**config.mk**
```make
export PLATFORM = sky130hd
export DESIGN_NAME = flash_seq_guard
export DESIGN_NICKNAME = d
export VERILOG_FILES = /design/src/rtl/fcg_pkg.sv /design/src/rtl/fcg_cmd_check.sv /design/src/rtl/fcg_ctl_regs.sv /design/src/rtl/fcg_seq_fsm.sv /design/src/rtl/flash_seq_guard.sv
export SDC_FILE = /design/constraint.sdc
export NUM_CORES = 1
export LEC_CHECK = 0
export BUFFER_PORTS_ARGS = -buffer_cell sky130_fd_sc_hd__clkbuf_2
export CORE_UTILIZATION = 51
export CTS_BUF_LIST = sky130_fd_sc_hd__clkbuf_4
export DETAILED_ROUTE_END_ITERATION = 7
export PLACE_DENSITY = 0.82
export SETUP_SLACK_MARGIN = 0.5
export SYNTH_ARGS = -nofsm -noshare
export SYNTH_HDL_FRONTEND = slang
export SYNTH_SLANG_ARGS = --single-unit
```
**constraint.sdc**
```tcl
create_clock -name clk -period 2.3 [get_ports clk]
set_clock_uncertainty 0.2 [all_clocks]
set_input_delay 0.115 -clock clk [delete_from_list [all_inputs] [get_ports clk]]
set_output_delay 0.115 -clock clk [all_outputs]
set_load 0.02 [all_outputs]
```
**src/rtl/fcg_pkg.sv**
```systemverilog
// Shared constants and types for the flash command sequence guard.
// Assumes an 8-bit command code and at least 8 bits of register data.
package fcg_pkg;
    localparam int REG_W = 2;
    localparam logic [REG_W-1:0] REG_DIV  = 2'd0;
    localparam logic [REG_W-1:0] REG_STAT = 2'd1;
    localparam logic [REG_W-1:0] REG_CMD  = 2'd2;

    localparam int ST_BE   = 7;
    localparam int ST_DONE = 6;
    localparam int ST_ERR  = 4;
    localparam int DIV_FLAG = 7;

    localparam int CODE_W  = 8;
    localparam int N_LEGAL = 5;
    localparam int N_RESTR = 3;
    localparam logic [CODE_W-1:0] LEGAL_CODES [N_LEGAL] = '{8'h05, 8'h20, 8'h25, 8'h40, 8'h41};
    localparam logic [CODE_W-1:0] RESTR_CODES [N_RESTR] = '{8'h20, 8'h25, 8'h40};

    typedef enum logic [1:0] {
        SQ_IDLE = 2'd0,
        SQ_DATA = 2'd1,
        SQ_CMD  = 2'd2,
        SQ_RUN  = 2'd3
    } seq_t;
endpackage

```
**src/rtl/fcg_cmd_check.sv**
```systemverilog
// Command code classifier: flags whether a code is one of the legal
// codes and whether it is barred from the debug path while secured.
// Purely combinational; assumes code tables from fcg_pkg.
module fcg_cmd_check
    import fcg_pkg::*;
(
    input  logic [CODE_W-1:0] code,
    output logic              legal,
    output logic              restricted
);
    logic [N_LEGAL-1:0] hit_legal;
    logic [N_RESTR-1:0] hit_restr;

    // One comparator per legal code.
    for (genvar i = 0; i < N_LEGAL; i++) begin : g_legal
        assign hit_legal[i] = (code == LEGAL_CODES[i]);
    end

    // One comparator per debug-restricted code.
    for (genvar j = 0; j < N_RESTR; j++) begin : g_restr
        assign hit_restr[j] = (code == RESTR_CODES[j]);
    end

    assign legal      = |hit_legal;
    assign restricted = |hit_restr;
endmodule

```
**src/rtl/fcg_ctl_regs.sv**
```systemverilog
// Control register file: clock divider with its written flag, the
// sticky access-error flag, the command-done flag and the read mux.
// Assumes the sequencer qualifies writes (ctl_ok) and reports errors.
module fcg_ctl_regs
    import fcg_pkg::*;
#(
    parameter int DIV_W = 6
) (
    input  logic              clk,
    input  logic              rst_n,
    input  logic              ctl_ok,
    input  logic [REG_W-1:0]  reg_idx,
    input  logic              stat_wr,
    input  logic              err_wbit,
    input  logic [DIV_W-1:0]  div_wdata,
    input  logic              err_set,
    input  logic              op_start,
    input  logic              op_end,
    input  logic              running,
    input  logic [CODE_W-1:0] cmd_q,
    output logic              err_q,
    output logic              div_set,
    output logic [7:0]        rd8
);
    logic [DIV_W-1:0] div_q;
    logic             done_q;

    // Divider value and its written-once flag.
    always_ff @(posedge clk) begin
        if (!rst_n) begin
            div_q   <= '0;
            div_set <= 1'b0;
        end else if (ctl_ok && reg_idx == REG_DIV) begin
            div_q   <= div_wdata;
            div_set <= 1'b1;
        end
    end

    // Sticky error flag; a new error outranks a clear in the same cycle.
    always_ff @(posedge clk) begin
        if (!rst_n)
            err_q <= 1'b0;
        else if (err_set)
            err_q <= 1'b1;
        else if (stat_wr && err_wbit)
            err_q <= 1'b0;
    end

    // Command-done flag: cleared at launch, set when the engine finishes.
    always_ff @(posedge clk) begin
        if (!rst_n)
            done_q <= 1'b1;
        else if (op_start)
            done_q <= 1'b0;
        else if (op_end)
            done_q <= 1'b1;
    end

    // Read data mux for the control registers.
    always_comb begin
        rd8 = '0;
        unique case (reg_idx)
            REG_DIV: begin
                rd8[DIV_W-1:0] = div_q;
                rd8[DIV_FLAG]  = div_set;
            end
            REG_STAT: begin
                rd8[ST_BE]   = !running;
                rd8[ST_DONE] = done_q;
                rd8[ST_ERR]  = err_q;
            end
            REG_CMD: rd8 = cmd_q;
            default: rd8 = '0;
        endcase
    end

    assert_err_sticky_R4: assert property (@(posedge clk) disable iff (!rst_n)
        (err_q && !(stat_wr && err_wbit)) |=> err_q);

    assert_div_flag_kept_R2: assert property (@(posedge clk) disable iff (!rst_n)
        div_set |=> div_set);
endmodule

```
**src/rtl/fcg_seq_fsm.sv**
```systemverilog
// Command build sequencer: tracks array write, command write and
// launch, detects every protocol violation and drives the engine.
// Assumes one bus access per cycle and a level stop request.
module fcg_seq_fsm
    import fcg_pkg::*;
#(
    parameter int ADDR_W = 16,
    parameter int DATA_W = 8
) (
    input  logic              clk,
    input  logic              rst_n,
    input  logic              bus_req,
    input  logic              bus_we,
    input  logic              bus_arr,
    input  logic              bus_dbg,
    input  logic [ADDR_W-1:0] bus_addr,
    input  logic [DATA_W-1:0] bus_wdata,
    input  logic              secured,
    input  logic              stop_req,
    input  logic              eng_done,
    input  logic              err_q,
    input  logic              div_set,
    input  logic              code_legal,
    input  logic              code_restricted,
    output logic              err_set,
    output logic              ctl_ok,
    output logic              op_start,
    output logic              op_end,
    output logic              running,
    output logic              in_build,
    output logic              launch,
    output logic              abort,
    output logic [CODE_W-1:0] cmd_q,
    output logic [ADDR_W-1:0] addr_q,
    output logic [DATA_W-1:0] data_q
);
    seq_t state, state_d;
    logic ctl_acc, ctl_wr, arr_wr, is_stat, is_cmd, cmd_wr, cmd_bad;
    logic cap_arr, cap_cmd, kill, build_err;

    // Access decode.
    always_comb begin
        ctl_acc = bus_req && !bus_arr;
        ctl_wr  = ctl_acc && bus_we;
        arr_wr  = bus_req && bus_arr && bus_we;
        is_stat = (bus_addr[REG_W-1:0] == REG_STAT);
        is_cmd  = (bus_addr[REG_W-1:0] == REG_CMD);
        cmd_wr  = ctl_wr && is_cmd;
        cmd_bad = !code_legal || (secured && bus_dbg && code_restricted);
    end

    // Next-state and violation detection.
    always_comb begin
        state_d  = state;
        err_set  = 1'b0;
        cap_arr  = 1'b0;
        cap_cmd  = 1'b0;
        op_start = 1'b0;
        op_end   = 1'b0;
        kill     = 1'b0;
        unique case (state)
            SQ_IDLE: begin
                if (!err_q) begin
                    if (arr_wr) begin
                        if (!div_set) err_set = 1'b1;
                        else begin
                            cap_arr = 1'b1;
                            state_d = SQ_DATA;
                        end
                    end else if (cmd_wr) begin
                        err_set = 1'b1;
                    end
                end
            end
            SQ_DATA: begin
                if (arr_wr) err_set = 1'b1;
                else if (cmd_wr) begin
                    if (cmd_bad) err_set = 1'b1;
                    else begin
                        cap_cmd = 1'b1;
                        state_d = SQ_CMD;
                    end
                end else if (ctl_wr) err_set = 1'b1;
            end
            SQ_CMD: begin
                if (ctl_wr && is_stat && bus_wdata[ST_BE]) begin
                    op_start = 1'b1;
                    state_d  = SQ_RUN;
                end else if (arr_wr || ctl_acc) begin
                    err_set = 1'b1;
                end
            end
            SQ_RUN: begin
                if (arr_wr || cmd_wr) err_set = 1'b1;
                if (stop_req) begin
                    kill    = 1'b1;
                    err_set = 1'b1;
                    state_d = SQ_IDLE;
                end else if (eng_done) begin
                    op_end  = 1'b1;
                    state_d = SQ_IDLE;
                end
            end
            default: state_d = SQ_IDLE;
        endcase
        build_err = err_set && (state == SQ_DATA || state == SQ_CMD);
        if (build_err) state_d = SQ_IDLE;
    end

    // A control write is committed only when it is not a violation.
    assign ctl_ok   = ctl_wr && !err_set && (state == SQ_IDLE || state == SQ_RUN);
    assign running  = (state == SQ_RUN);
    assign in_build = (state == SQ_DATA || state == SQ_CMD);

    // State register.
    always_ff @(posedge clk) begin
        if (!rst_n) state <= SQ_IDLE;
        else        state <= state_d;
    end

    // Engine strobes, one cycle each.
    always_ff @(posedge clk) begin
        if (!rst_n) begin
            launch <= 1'b0;
            abort  <= 1'b0;
        end else begin
            launch <= op_start;
            abort  <= kill;
        end
    end

    // Captured address, data and code; discarded on a build error.
    always_ff @(posedge clk) begin
        if (!rst_n || build_err) begin
            addr_q <= '0;
            data_q <= '0;
            cmd_q  <= '0;
        end else begin
            if (cap_arr) begin
                addr_q <= bus_addr;
                data_q <= bus_wdata;
            end
            if (cap_cmd) cmd_q <= bus_wdata[CODE_W-1:0];
        end
    end

    assert_launch_single_R3: assert property (@(posedge clk) disable iff (!rst_n)
        launch |=> !launch);

    assert_illegal_code_R8: assert property (@(posedge clk) disable iff (!rst_n)
        (state == SQ_DATA && cmd_wr && !code_legal) |=> (state == SQ_IDLE && !launch));

    assert_secure_debug_R12: assert property (@(posedge clk) disable iff (!rst_n)
        (state == SQ_DATA && cmd_wr && secured && bus_dbg && code_restricted)
        |=> (state == SQ_IDLE && err_q));

    assert_cancel_blocks_R9: assert property (@(posedge clk) disable iff (!rst_n)
        (state == SQ_CMD && ctl_wr && is_stat && !bus_wdata[ST_BE]) |=> (!launch && err_q));
endmodule

```
**src/rtl/flash_seq_guard.sv**
```systemverilog
// Top of the flash command sequence guard: connects the sequencer,
// the command code classifier and the control register file.
// Assumes DATA_W >= 8 and DIV_W <= 7.
module flash_seq_guard
    import fcg_pkg::*;
#(
    parameter int ADDR_W = 16,
    parameter int DATA_W = 8,
    parameter int DIV_W  = 6
) (
    input  logic              clk,
    input  logic              rst_n,
    input  logic              bus_req,
    input  logic              bus_we,
    input  logic              bus_arr,
    input  logic              bus_dbg,
    input  logic [ADDR_W-1:0] bus_addr,
    input  logic [DATA_W-1:0] bus_wdata,
    output logic [DATA_W-1:0] bus_rdata,
    input  logic              secured,
    input  logic              stop_req,
    input  logic              eng_done,
    output logic              eng_launch,
    output logic              eng_abort,
    output logic [7:0]        eng_cmd,
    output logic [ADDR_W-1:0] eng_addr,
    output logic [DATA_W-1:0] eng_data
);
    logic err_q, div_set, code_legal, code_restricted;
    logic err_set, ctl_ok, op_start, op_end, running, in_build;
    logic stat_wr;
    logic [7:0] rd8;

    assign stat_wr = bus_req && bus_we && !bus_arr && (bus_addr[REG_W-1:0] == REG_STAT);

    fcg_cmd_check u_code (
        .code       (bus_wdata[CODE_W-1:0]),
        .legal      (code_legal),
        .restricted (code_restricted)
    );

    fcg_seq_fsm #(.ADDR_W(ADDR_W), .DATA_W(DATA_W)) u_seq (
        .clk             (clk),
        .rst_n           (rst_n),
        .bus_req         (bus_req),
        .bus_we          (bus_we),
        .bus_arr         (bus_arr),
        .bus_dbg         (bus_dbg),
        .bus_addr        (bus_addr),
        .bus_wdata       (bus_wdata),
        .secured         (secured),
        .stop_req        (stop_req),
        .eng_done        (eng_done),
        .err_q           (err_q),
        .div_set         (div_set),
        .code_legal      (code_legal),
        .code_restricted (code_restricted),
        .err_set         (err_set),
        .ctl_ok          (ctl_ok),
        .op_start        (op_start),
        .op_end          (op_end),
        .running         (running),
        .in_build        (in_build),
        .launch          (eng_launch),
        .abort           (eng_abort),
        .cmd_q           (eng_cmd),
        .addr_q          (eng_addr),
        .data_q          (eng_data)
    );

    fcg_ctl_regs #(.DIV_W(DIV_W)) u_regs (
        .clk       (clk),
        .rst_n     (rst_n),
        .ctl_ok    (ctl_ok),
        .reg_idx   (bus_addr[REG_W-1:0]),
        .stat_wr   (stat_wr),
        .err_wbit  (bus_wdata[ST_ERR]),
        .div_wdata (bus_wdata[DIV_W-1:0]),
        .err_set   (err_set),
        .op_start  (op_start),
        .op_end    (op_end),
        .running   (running),
        .cmd_q     (eng_cmd),
        .err_q     (err_q),
        .div_set   (div_set),
        .rd8       (rd8)
    );

    assign bus_rdata = DATA_W'(rd8);

    assert_abort_sets_err_R11: assert property (@(posedge clk) disable iff (!rst_n)
        eng_abort |-> err_q);

    assert_launch_clears_be_R3: assert property (@(posedge clk) disable iff (!rst_n)
        eng_launch |-> running);

    assert_build_error_free_R4: assert property (@(posedge clk) disable iff (!rst_n)
        in_build |-> !err_q);
endmodule

```
; ---- Word level (Yosys, flattened, before mapping)
; Cells that the tools add are included.
; W data, S select, Z words.
[classes]
n_eq_ne = 18
n_mux = 46
bitwise_logic = 1
reduce_logical = 37
[op_table]
columns = operator, count
row1 = $mux W1, 30
row2 = $mux W2, 9
row3 = $logic_and A1 B1 Y1, 17
row4 = $eq A8 B6 Y1 const B, 2
row5 = $eq A8 B7 Y1 const B, 2
row6 = $eq A8 B3 Y1 const B, 1
row7 = $ne A2 B1 Y1 const B, 4
row8 = $pmux W2 S4, 1
row9 = $pmux W4 S2, 1
row10 = $reduce_and A8 Y1, 1
row11 = $eq A2 B2 Y1 const B, 3
row12 = $logic_or A1 B1 Y1, 6
row13 = $ne A2 B2 Y1 const B, 3
row14 = $pmux W1 S3, 2
row15 = $logic_not A1 Y1, 5
row16 = $reduce_or A5 Y1, 1
row17 = $eq A2 B1 Y1 const B, 2
row18 = $logic_not A2 Y1, 2
row19 = $pmux W1 S2, 2
row20 = $pmux W1 S4, 1
row21 = $reduce_bool A2 Y1, 2
row22 = $ne A3 B3 Y1 const B, 1
row23 = $reduce_or A3 Y1, 1
row24 = $reduce_and A2 Y1, 1
row25 = other kinds (2), 2
[totals]
register_bits = 45
in_bits = 33
output_inout_bits = 42
word_cells = 112

; ---- Longest topological paths before layout
; Gate-level depths: netlist of the first run.
[depth]
word_depth = 12
mapped_depth = 10
depth_no_buf = 7

; ---- Modules after synthesis
; Synthesis of the first run repeated with hierarchy kept, for this count alone.
[unflattened]
cells_unflattened = 248
area_unflattened_um2 = 2244.7
[by_module_without_submodules]
columns = module, instances, cells_per_inst, area_each_um2, seq_area_each_um2
row1 = fcg_seq_fsm, 1, 180, 1645.3, 720.7
row2 = fcg_ctl_regs, 1, 56, 520.5, 180.2
row3 = fcg_cmd_check, 1, 10, 66.3, 0.0
row4 = flash_seq_guard, 1, 2, 12.5, 0.0

; ---- Worst setup path before layout of the first run
; No wires, ideal clock.
[synth_timing]
kind = register -> register
from = register u_seq.state[0]
to = register u_seq.addr_q[0]
arrival_ns = 1.747
t_required_ns = 1.984
setup_slack_ns = 0.237
stages_incl_launch_ff = 9
path_buffers = 2
period_less_slack_ns = 2.063
path_cell_list = dfxtp_1 > inv_1 > ha_1 > inv_1 > or4_1 > clkbuf_1 > clkbuf_1 > nand2_1 > a21oi_1
[synth_between]
elab_chain_len = 4
[synth_lines]
columns = item, line
row1 = start: declaration, fcg_seq_fsm.sv:37  ; seq_t state, state_d;
row2 = start signal: assignment, fcg_seq_fsm.sv:118  ; else state <= state_d;
row3 = $eq A2 B2 Y1 (tied with other cells), fcg_seq_fsm.sv:61  ; unique case (state)
row4 = $pmux W1 S4 or $logic_or A1 B1 Y1 (tied branches), -
row5 = $logic_and A1 B1 Y1, fcg_seq_fsm.sv:106  ; build_err = err_set && (state == SQ_DATA || state == SQ_CMD);
row6 = $logic_or A1 B1 Y1, fcg_seq_fsm.sv:134  ; if (!rst_n || build_err) begin
row7 = end signal: assignment, fcg_seq_fsm.sv:140  ; addr_q <= bus_addr;
row8 = end: declaration, fcg_seq_fsm.sv:34  ; output logic [ADDR_W-1:0] addr_q,
; Several ways; a longest one is shown, not always the timed one.
; A chain may end at the register's enable or synchronous reset.

; ---- Worst setup path after layout of the first run
[layout_timing]
from = register u_seq.state[1]
to = register u_seq.cmd_q[7]
[layout_between]
elab_chain_len = 4
[layout_lines]
columns = item, line
row1 = $eq A2 B2 Y1 (tied with other cells), fcg_seq_fsm.sv:61
row2 = $pmux W1 S4 or $logic_or A1 B1 Y1 (tied branches), -
row3 = $logic_and A1 B1 Y1, fcg_seq_fsm.sv:106
row4 = $logic_or A1 B1 Y1, fcg_seq_fsm.sv:134
row5 = end signal: assignment, fcg_seq_fsm.sv:143  ; if (cap_cmd) cmd_q <= bus_wdata[CODE_W-1:0];
row6 = end: declaration, fcg_seq_fsm.sv:33  ; output logic [CODE_W-1:0] cmd_q,
; Several ways; a longest one is shown, not always the timed one.

==> results of run 1 <==
-- kinds of logic (layout without fill, tap and decap cells) --
kind of cell | Yosys count | count (layout) | share of synthesized area (%)
adders and majority gates | 8 | 8 | 4.83
DFF | 45 | 45 | 43.5
muxes | 6 | 6 | 2.90
and+or+nand+nor | 103 | 103 | 23.2
buffers and inverters | 23 | 137 | 5.98
AOI/OAI and AO/OA | 57 | 57 | 19.6
-- layer usage --
| layer | GRT usage, % | vias up | part of all wire [%] | routed length, um |
|---|---|---|---|---|
| met1 | 34.0 | 1061 | 38 | 2610 |
| met4 | 12.5 | 0 | 3.7 | 255 |
| met2 | 50.4 | 148 | 50 | 3450 |
| met5 | 0 | - | 0 | 0 |
| li1 | - | 1063 | - | - |
| met3 | 5.38 | 33 | 8.0 | 551 |
-- sequential cells by signal, indices dropped and copies added (netlist names) --
name and flops:
u_regs.err_q 1, u_seq.state 2, u_regs.div_set 1, u_regs.done_q 1, u_seq.launch 1, u_seq.data_q 8, u_seq.abort 1, u_seq.cmd_q 8
u_seq.addr_q 16, u_regs.div_q 6
-- worst max-delay path, stage by stage, from the launching register on --
cell and delay [ns]:
dfxtp_4 0.39, buf_4 0.15, ha_4 0.16, o21ai_1 0.12, a22oi_2 0.10, a221o_2 0.47, clkbuf_16 0.20, nor3b_2 0.15
-- cell usage in the layout (no fill, tap or decap), types with 3 or more instances in the layout --
cell           instances
clkbuf_2              73
nand2_1               70
dfxtp_1               42
dlygate4sd3_1         30
a21oi_1               23
buf_4                 10
a21oi_2                6
clkbuf_4               6
nor2_1                 5
a22o_1                 5
inv_1                  5
nor3b_2                5
mux2i_1                5
ha_1                   4
ha_4                   4
nand2b_1               3
nand3_1                3
o21ai_0                3
clkbuf_16              3
buf_12                 3
-- worst min-delay path by stage --
stage / to / startpoint / slack [ns] / cells past startpoint
6_report: u_regs.done_q / bus_wdata[7] / 0.09 / 4
5_1_grt: u_regs.err_q / bus_req / 0.11 / 3
4_1_cts: u_regs.err_q / bus_req / 0.02 / 3
3_5_place_dp: u_seq.addr_q[9] / bus_addr[9] / 0.15 / 3
3_3_place_gp: u_seq.addr_q[4] / bus_addr[4] / 0.14 / 3
2_1_floorplan: u_seq.addr_q[0] / bus_addr[0] / 0.05 / 2
-- repair_timing --
action	in CTS	in global routing
setup buffers	6	4
pin swaps	5	2
hold buffers	30	0
gates cloned	0	3
setup endpoints to repair	42	43
resized for setup	16	19
hold endpoints to repair	39	0
-- power by group --
group          switching (W)  leakage, nW  internal [W]  total, W
combinational       0.000266        0.925      0.000256  0.000522
sequential         0.0000368        0.365      0.000803  0.000840
clock               0.000238       0.0269      0.000106  0.000345
total               0.000542         1.32       0.00117   0.00171
-- area by class of cell --
class,instances,area (sq um)
multi-input cells,174,1190
flip-flops and latches,45,910
repair buffers,121,895
fillers,216,621
well taps,48,60.1
inverters,10,55.1
clock buffers,5,37.5
clock inverters,1,5.00
-- stage by stage --
step	cells	hold WS (ns)
final	404	0.0888
after global placement	355	0.141
after global routing	404	0.106
after CTS	397	0.0222
after floorplan	242	0.0484
after detailed placement	355	0.146
==> flow_summary.yaml, run 1 <==
worst_setup_path:
  worst_setup_path_start_kind: "flip-flop"
  worst_setup_path_startpoint: "u_seq.state[1]"
  arrival_ns: 2.10
  timing.critical_path.to: "u_seq.cmd_q[7]"
  r2r-start: "u_seq.state[1]"
  cp_endpoint_kind: "flip-flop"
  timing.reg2reg.worst_path_depth: 7
  worstPathMaxFanout: 8
  critical_path.reg2reg.endpoint: "u_seq.cmd_q[7]"
  timing_worst_setup_path_type: "flip-flop to flip-flop"
  worstPathRequired_ns: 2.39
  setup.reg_to_reg.worst_slack_ns: 0.29
clock_tree:
  clkSinkCount: 45
  htreeDepth: 2
  cts.root.buffer_cell: "clkbuf_4"
  clkSlewWorstSetupHoldPaths_ns: 0.11
  clock_tree_from_tritoncts: "built"
  cts_max_path_buffers: 2
  tritoncts.num_buffers: 5
  later_pin_clock_latency_in_the_skew_report_ns: 0.35
timing:
  fmax_mhz: 497
  hold_viol_final: 0
  post-route-period-util_pct: 87.4
  setup_ws_ns: 0.289
  post-route-min-period_ns: 2.01
  timing.final.max_slew_violations: 0
  fin_tns_setup_ns: 0
  rsz0062_at_grt: "yes"
  timing.final.setup_violations: 0
  timing_worst_slew_pin_value_ns: 0.607
  timing.slew.headroom_pct: 58.9
placement:
  pre_cts_ws_ns: 0.176
  post-dp-hpwl_mm: 3.63
  io_buffer_count: 74
  placement.cell_area_sq_um: 2510
  finalWeightedCongestion: 0.891
route:
  drc: 0
  drtPass1Iterations: 5
  detail_route.wl_per_cell_um: 17.0
  drt-initial-drc-count: 232
  num_vias: 2305
  post_drt_via_cell_ratio: 5.71
  routed_wire_length_mm: 6.87
  ant_nets: 0
power:
  worst_ir_drop_vdd_uv: 426
  report.power.total_w: 0.00171
  cellLeakagePower_nw: 1.32
  pwr_density_cell_nw_per_um2: 542
synthesis:
  synth.avg_cell_area_sq_um: 8.56
  yosys_warnings: 0
  ys_top_cells_by_area: "dfxtp_1, nand2_1, a21oi_1"
  synth-seq-cells: 45
  synth_edf_count: 0
  commonest_cells_in_the_netlist: "nand2_1, dfxtp_1, a21oi_1"
  synthDominantCellAreaShare_pct: 43.5
  synth_cells: 242
  syn-cell-area_sq_um: 2070
  ys_async_sr_fraction_pct: 0
  synthMostInstantiatedCell: "nand2_1"
  synth_nets: 283
  post_synth_num_cell_types: 44
  ys.flop_type: "dfxtp_1"
  synth_seq_area_share_pct: 43.5
  synth_area_leader_cell: "dfxtp_1"
run_status:
  run_status: "finished clean"
final_layout:
  final_cell_area_sq_um: 3150
  final_core_util_pct: 83.5
  drive_above_1_share_pct: 37.6
  layout_overhead_on_the_synthesized_area_pct: 52.1
  nets: 398
  ant_diodes: 0
die:
  fp-row-count: 22
  die_width_um: 65.7
  io_pins: 75
  area_of_the_die_sq_um: 4320
  floorplan.core_area_sq_um: 3770
  chipHeight_um: 65.7
  floorplan.initialDensity_pct: 54.9
global_route:
  global_route_wire_length_before_repair_mm: 9.37
  grt_pass1_vias: 1992
  antenna_found_initial: 0
  maximum_number_of_pins_on_one_net_before_global_route_repair: 35
  grt-ovfl-total: 0
  grt_util_all_layers_pct: 28.9
job:
  max_cap_viol_count: 0
worst_hold_path:
  holdCritPathClass: "input port to flip-flop"
(Power assumes the default switching activity.)
==> inputs of run 2 (changes only) <==
--- a/config.mk
+++ b/config.mk
@@ -5,11 +5,11 @@
 export SDC_FILE = /design/constraint.sdc
 export NUM_CORES = 1
 export LEC_CHECK = 0
-export BUFFER_PORTS_ARGS = -buffer_cell sky130_fd_sc_hd__clkbuf_2
-export CORE_UTILIZATION = 51
+export CORE_UTILIZATION = 65
 export CTS_BUF_LIST = sky130_fd_sc_hd__clkbuf_4
 export DETAILED_ROUTE_END_ITERATION = 7
-export PLACE_DENSITY = 0.82
+export DONT_BUFFER_PORTS = 1
+export PLACE_DENSITY = 0.81
 export SETUP_SLACK_MARGIN = 0.5
 export SYNTH_ARGS = -nofsm -noshare
 export SYNTH_HDL_FRONTEND = slang
==> run 2 against run 1 <==
Compared with the run above:
- count of clock-buffer cells in the layout is the same
- cell count down 20%
- setup slack worse by 0.0091 ns
- largest power group unchanged
- highest routed layer unchanged
- clock power is 17% higher
- flip-flop and latch count is the same
- critical path type is now input port to flip-flop
- first-iteration DRC count down 11%
- global-route usage increased by 4.6 points
- critical endpoint is now u_seq.state[0]
- core utilization grew 6.0 points
- critical path depth unchanged
- sequential power about the same
- fmax shrank 0.45%
==> flow_summary.yaml, run 2 (synthesis results as in run 1) <==
run_status:
  run_status: "finished clean"
worst_setup_path:
  r2r-start: "u_seq.state[1]"
  timing.critical_path.buf_inv: 2
  worst_setup_path_startpoint: "bus_req"
  critical_path.top_delay_family: "buffers and inverters"
  crit_chain: "dlygate4sd3_1 -> and3b_1 -> o2111a_2 -> nand2_1 -> a221o_1 -> buf_12 -> nor3b_1"
  crit_path_max_incr_delay_ns: 0.63
  worst_path_max_delay_cell: "dlygate4sd3_1"
  worstPathMaxFanout: 34
  timing_worst_setup_path_type: "input port to flip-flop"
  arrival_ns: 2.11
  worstPathRequired_ns: 2.39
  worst_setup_path_start_kind: "input port"
  cp_endpoint_kind: "flip-flop"
final_layout:
  reg.largest.list: "u_seq.addr_q: 16 flops, u_seq.cmd_q: 8 flops, u_seq.data_q: 8 flops"
  ant_diodes: 0
  flip_flop_count_of_the_largest_register_all_copies_and_words_added: 16
  final_core_util_pct: 89.5
  layout_overhead_on_the_synthesized_area_pct: 30.9
  final_cell_area_sq_um: 2710
  largest_register: "u_seq.addr_q"
  nets: 319
  drive_above_1_share_pct: 19.7
  layout_commonest_cell: "nand2_1"
  leading_cell_types_in_the_layout_fill_and_taps_excluded: "nand2_1, dfxtp_1, dlygate4sd3_1"
worst_hold_path:
  worstHoldStart: "bus_arr"
  holdCritPathClass: "input port to flip-flop"
route:
  routed-wl-met3_um: 611
  drt-initial-drc-count: 207
  top_layer: "met4"
  route.met2.wl_mm: 3.25
  num_vias: 2094
  routed_wire_length_mm: 6.51
  post_drt_via_cell_ratio: 6.48
  detail_route.wl_per_cell_um: 20.2
  met1_length_mm: 2.39
  ant_nets: 0
  drc: 0
  drtPass1Iterations: 5
global_route:
  grt_pass1_vias: 1832
  grt-ovfl-total: 0
  grt_util_all_layers_pct: 33.5
  maximum_number_of_pins_on_one_net_before_global_route_repair: 35
  antenna_found_initial: 0
  global_route_wire_length_before_repair_mm: 8.47
timing:
  post-route-min-period_ns: 2.02
  fmax_mhz: 495
  fin_hold_ws_ns: 0.0802
  timing.slew.headroom_pct: 64.9
  rsz0062_at_grt: "yes"
  hold_viol_final: 0
  timing.final.setup_violations: 0
  timing_worst_slew_pin_value_ns: 0.525
  post-route-period-util_pct: 87.8
  timing.final.max_slew_violations: 0
  fin_tns_setup_ns: 0
clock_tree:
  cts.root.buffer_cell: "clkbuf_4"
  later_pin_clock_latency_in_the_skew_report_ns: 0.38
  tritoncts.num_buffers: 5
  cts_max_path_buffers: 2
  clkSlewWorstSetupHoldPaths_ns: 0.14
  clkSinkCount: 45
  clock_tree_from_tritoncts: "built"
  htreeDepth: 2
die:
  die_width_um: 58.4
  area_of_the_die_sq_um: 3420
  floorplan.core_area_sq_um: 3030
  io_pins: 75
  floorplan.initialDensity_pct: 68.4
  chipHeight_um: 58.4
  fp-row-count: 20
power:
  pwr_density_cell_nw_per_um2: 628
  worst_ir_drop_vdd_uv: 662
  report.power.total_w: 0.00170
  cellLeakagePower_nw: 0.956
placement:
  placement.cell_area_sq_um: 2120
  post-dp-hpwl_mm: 3.59
  finalWeightedCongestion: 0.951
  io_buffer_count: 0
job:
  max_cap_viol_count: 0
## run 2: changes by cell type in the layout (fill, tap and decap cells not counted), sizes merged
cell / before / now
clkinvlp: 0 / 1
clkbuf: 82 / 7
buf: 14 / 10
inv: 10 / 11
## run 2: cell type report
type	instances	area [sq um]
sequential	45	910
timing repair buffer	42	467
clock inverter	3	21.3
inverter	10	60.1
tap	44	55.1
clock buffer	5	37.5
multi-input combinational	174	1160
fill	140	317
## run 2: final timing paths
| check | to | slack, ns | depth (start not counted) |
|---|---|---|---|
| worst max-delay path | u_seq.state[0] | 0.28 | 7 |
| worst min register to register | u_regs.div_q[3] | 0.27 | 2 |
| worst max register to register | u_seq.state[0] | 0.32 | 7 |
| worst min-delay path | u_regs.err_q | 0.08 | 4 |
## run 2: metrics by stage
stage	cells	setup WS [ns]
after floorplan	242	0.448
after global placement	276	0.408
after detailed placement	276	0.308
after CTS	315	0.334
after global routing	323	0.195
final	323	0.280
## run 2: repair_timing
action                                  4_1_cts  5_1_grt
hold buffers                                 30        0
pin swaps                                     3        2
setup buffers                                 1        5
gates cloned                                  0        3
endpoints found under the hold margin        41        0
resized for setup                             8       23
endpoints found under the setup margin       42       42
## run 2: routing by layer
layer,GRT usage (%),up-vias
met2,58.3,157
met1,39.3,1008
met3,8.35,28
li1,-,901
met4,13.9,0
met5,0,-
## run 2: report_power, final
part           switching (W)  leakage [nW]  internal, W
Clock               0.000284        0.0316     0.000121
Sequential         0.0000352         0.365     0.000804
Combinational       0.000234         0.560     0.000224
## run 2: tightest hold or removal path, stage by stage
cell and delay [ns]:
and3b_1 0.20, nand3_1 0.10, nand2_1 0.05, a21oi_1 0.16
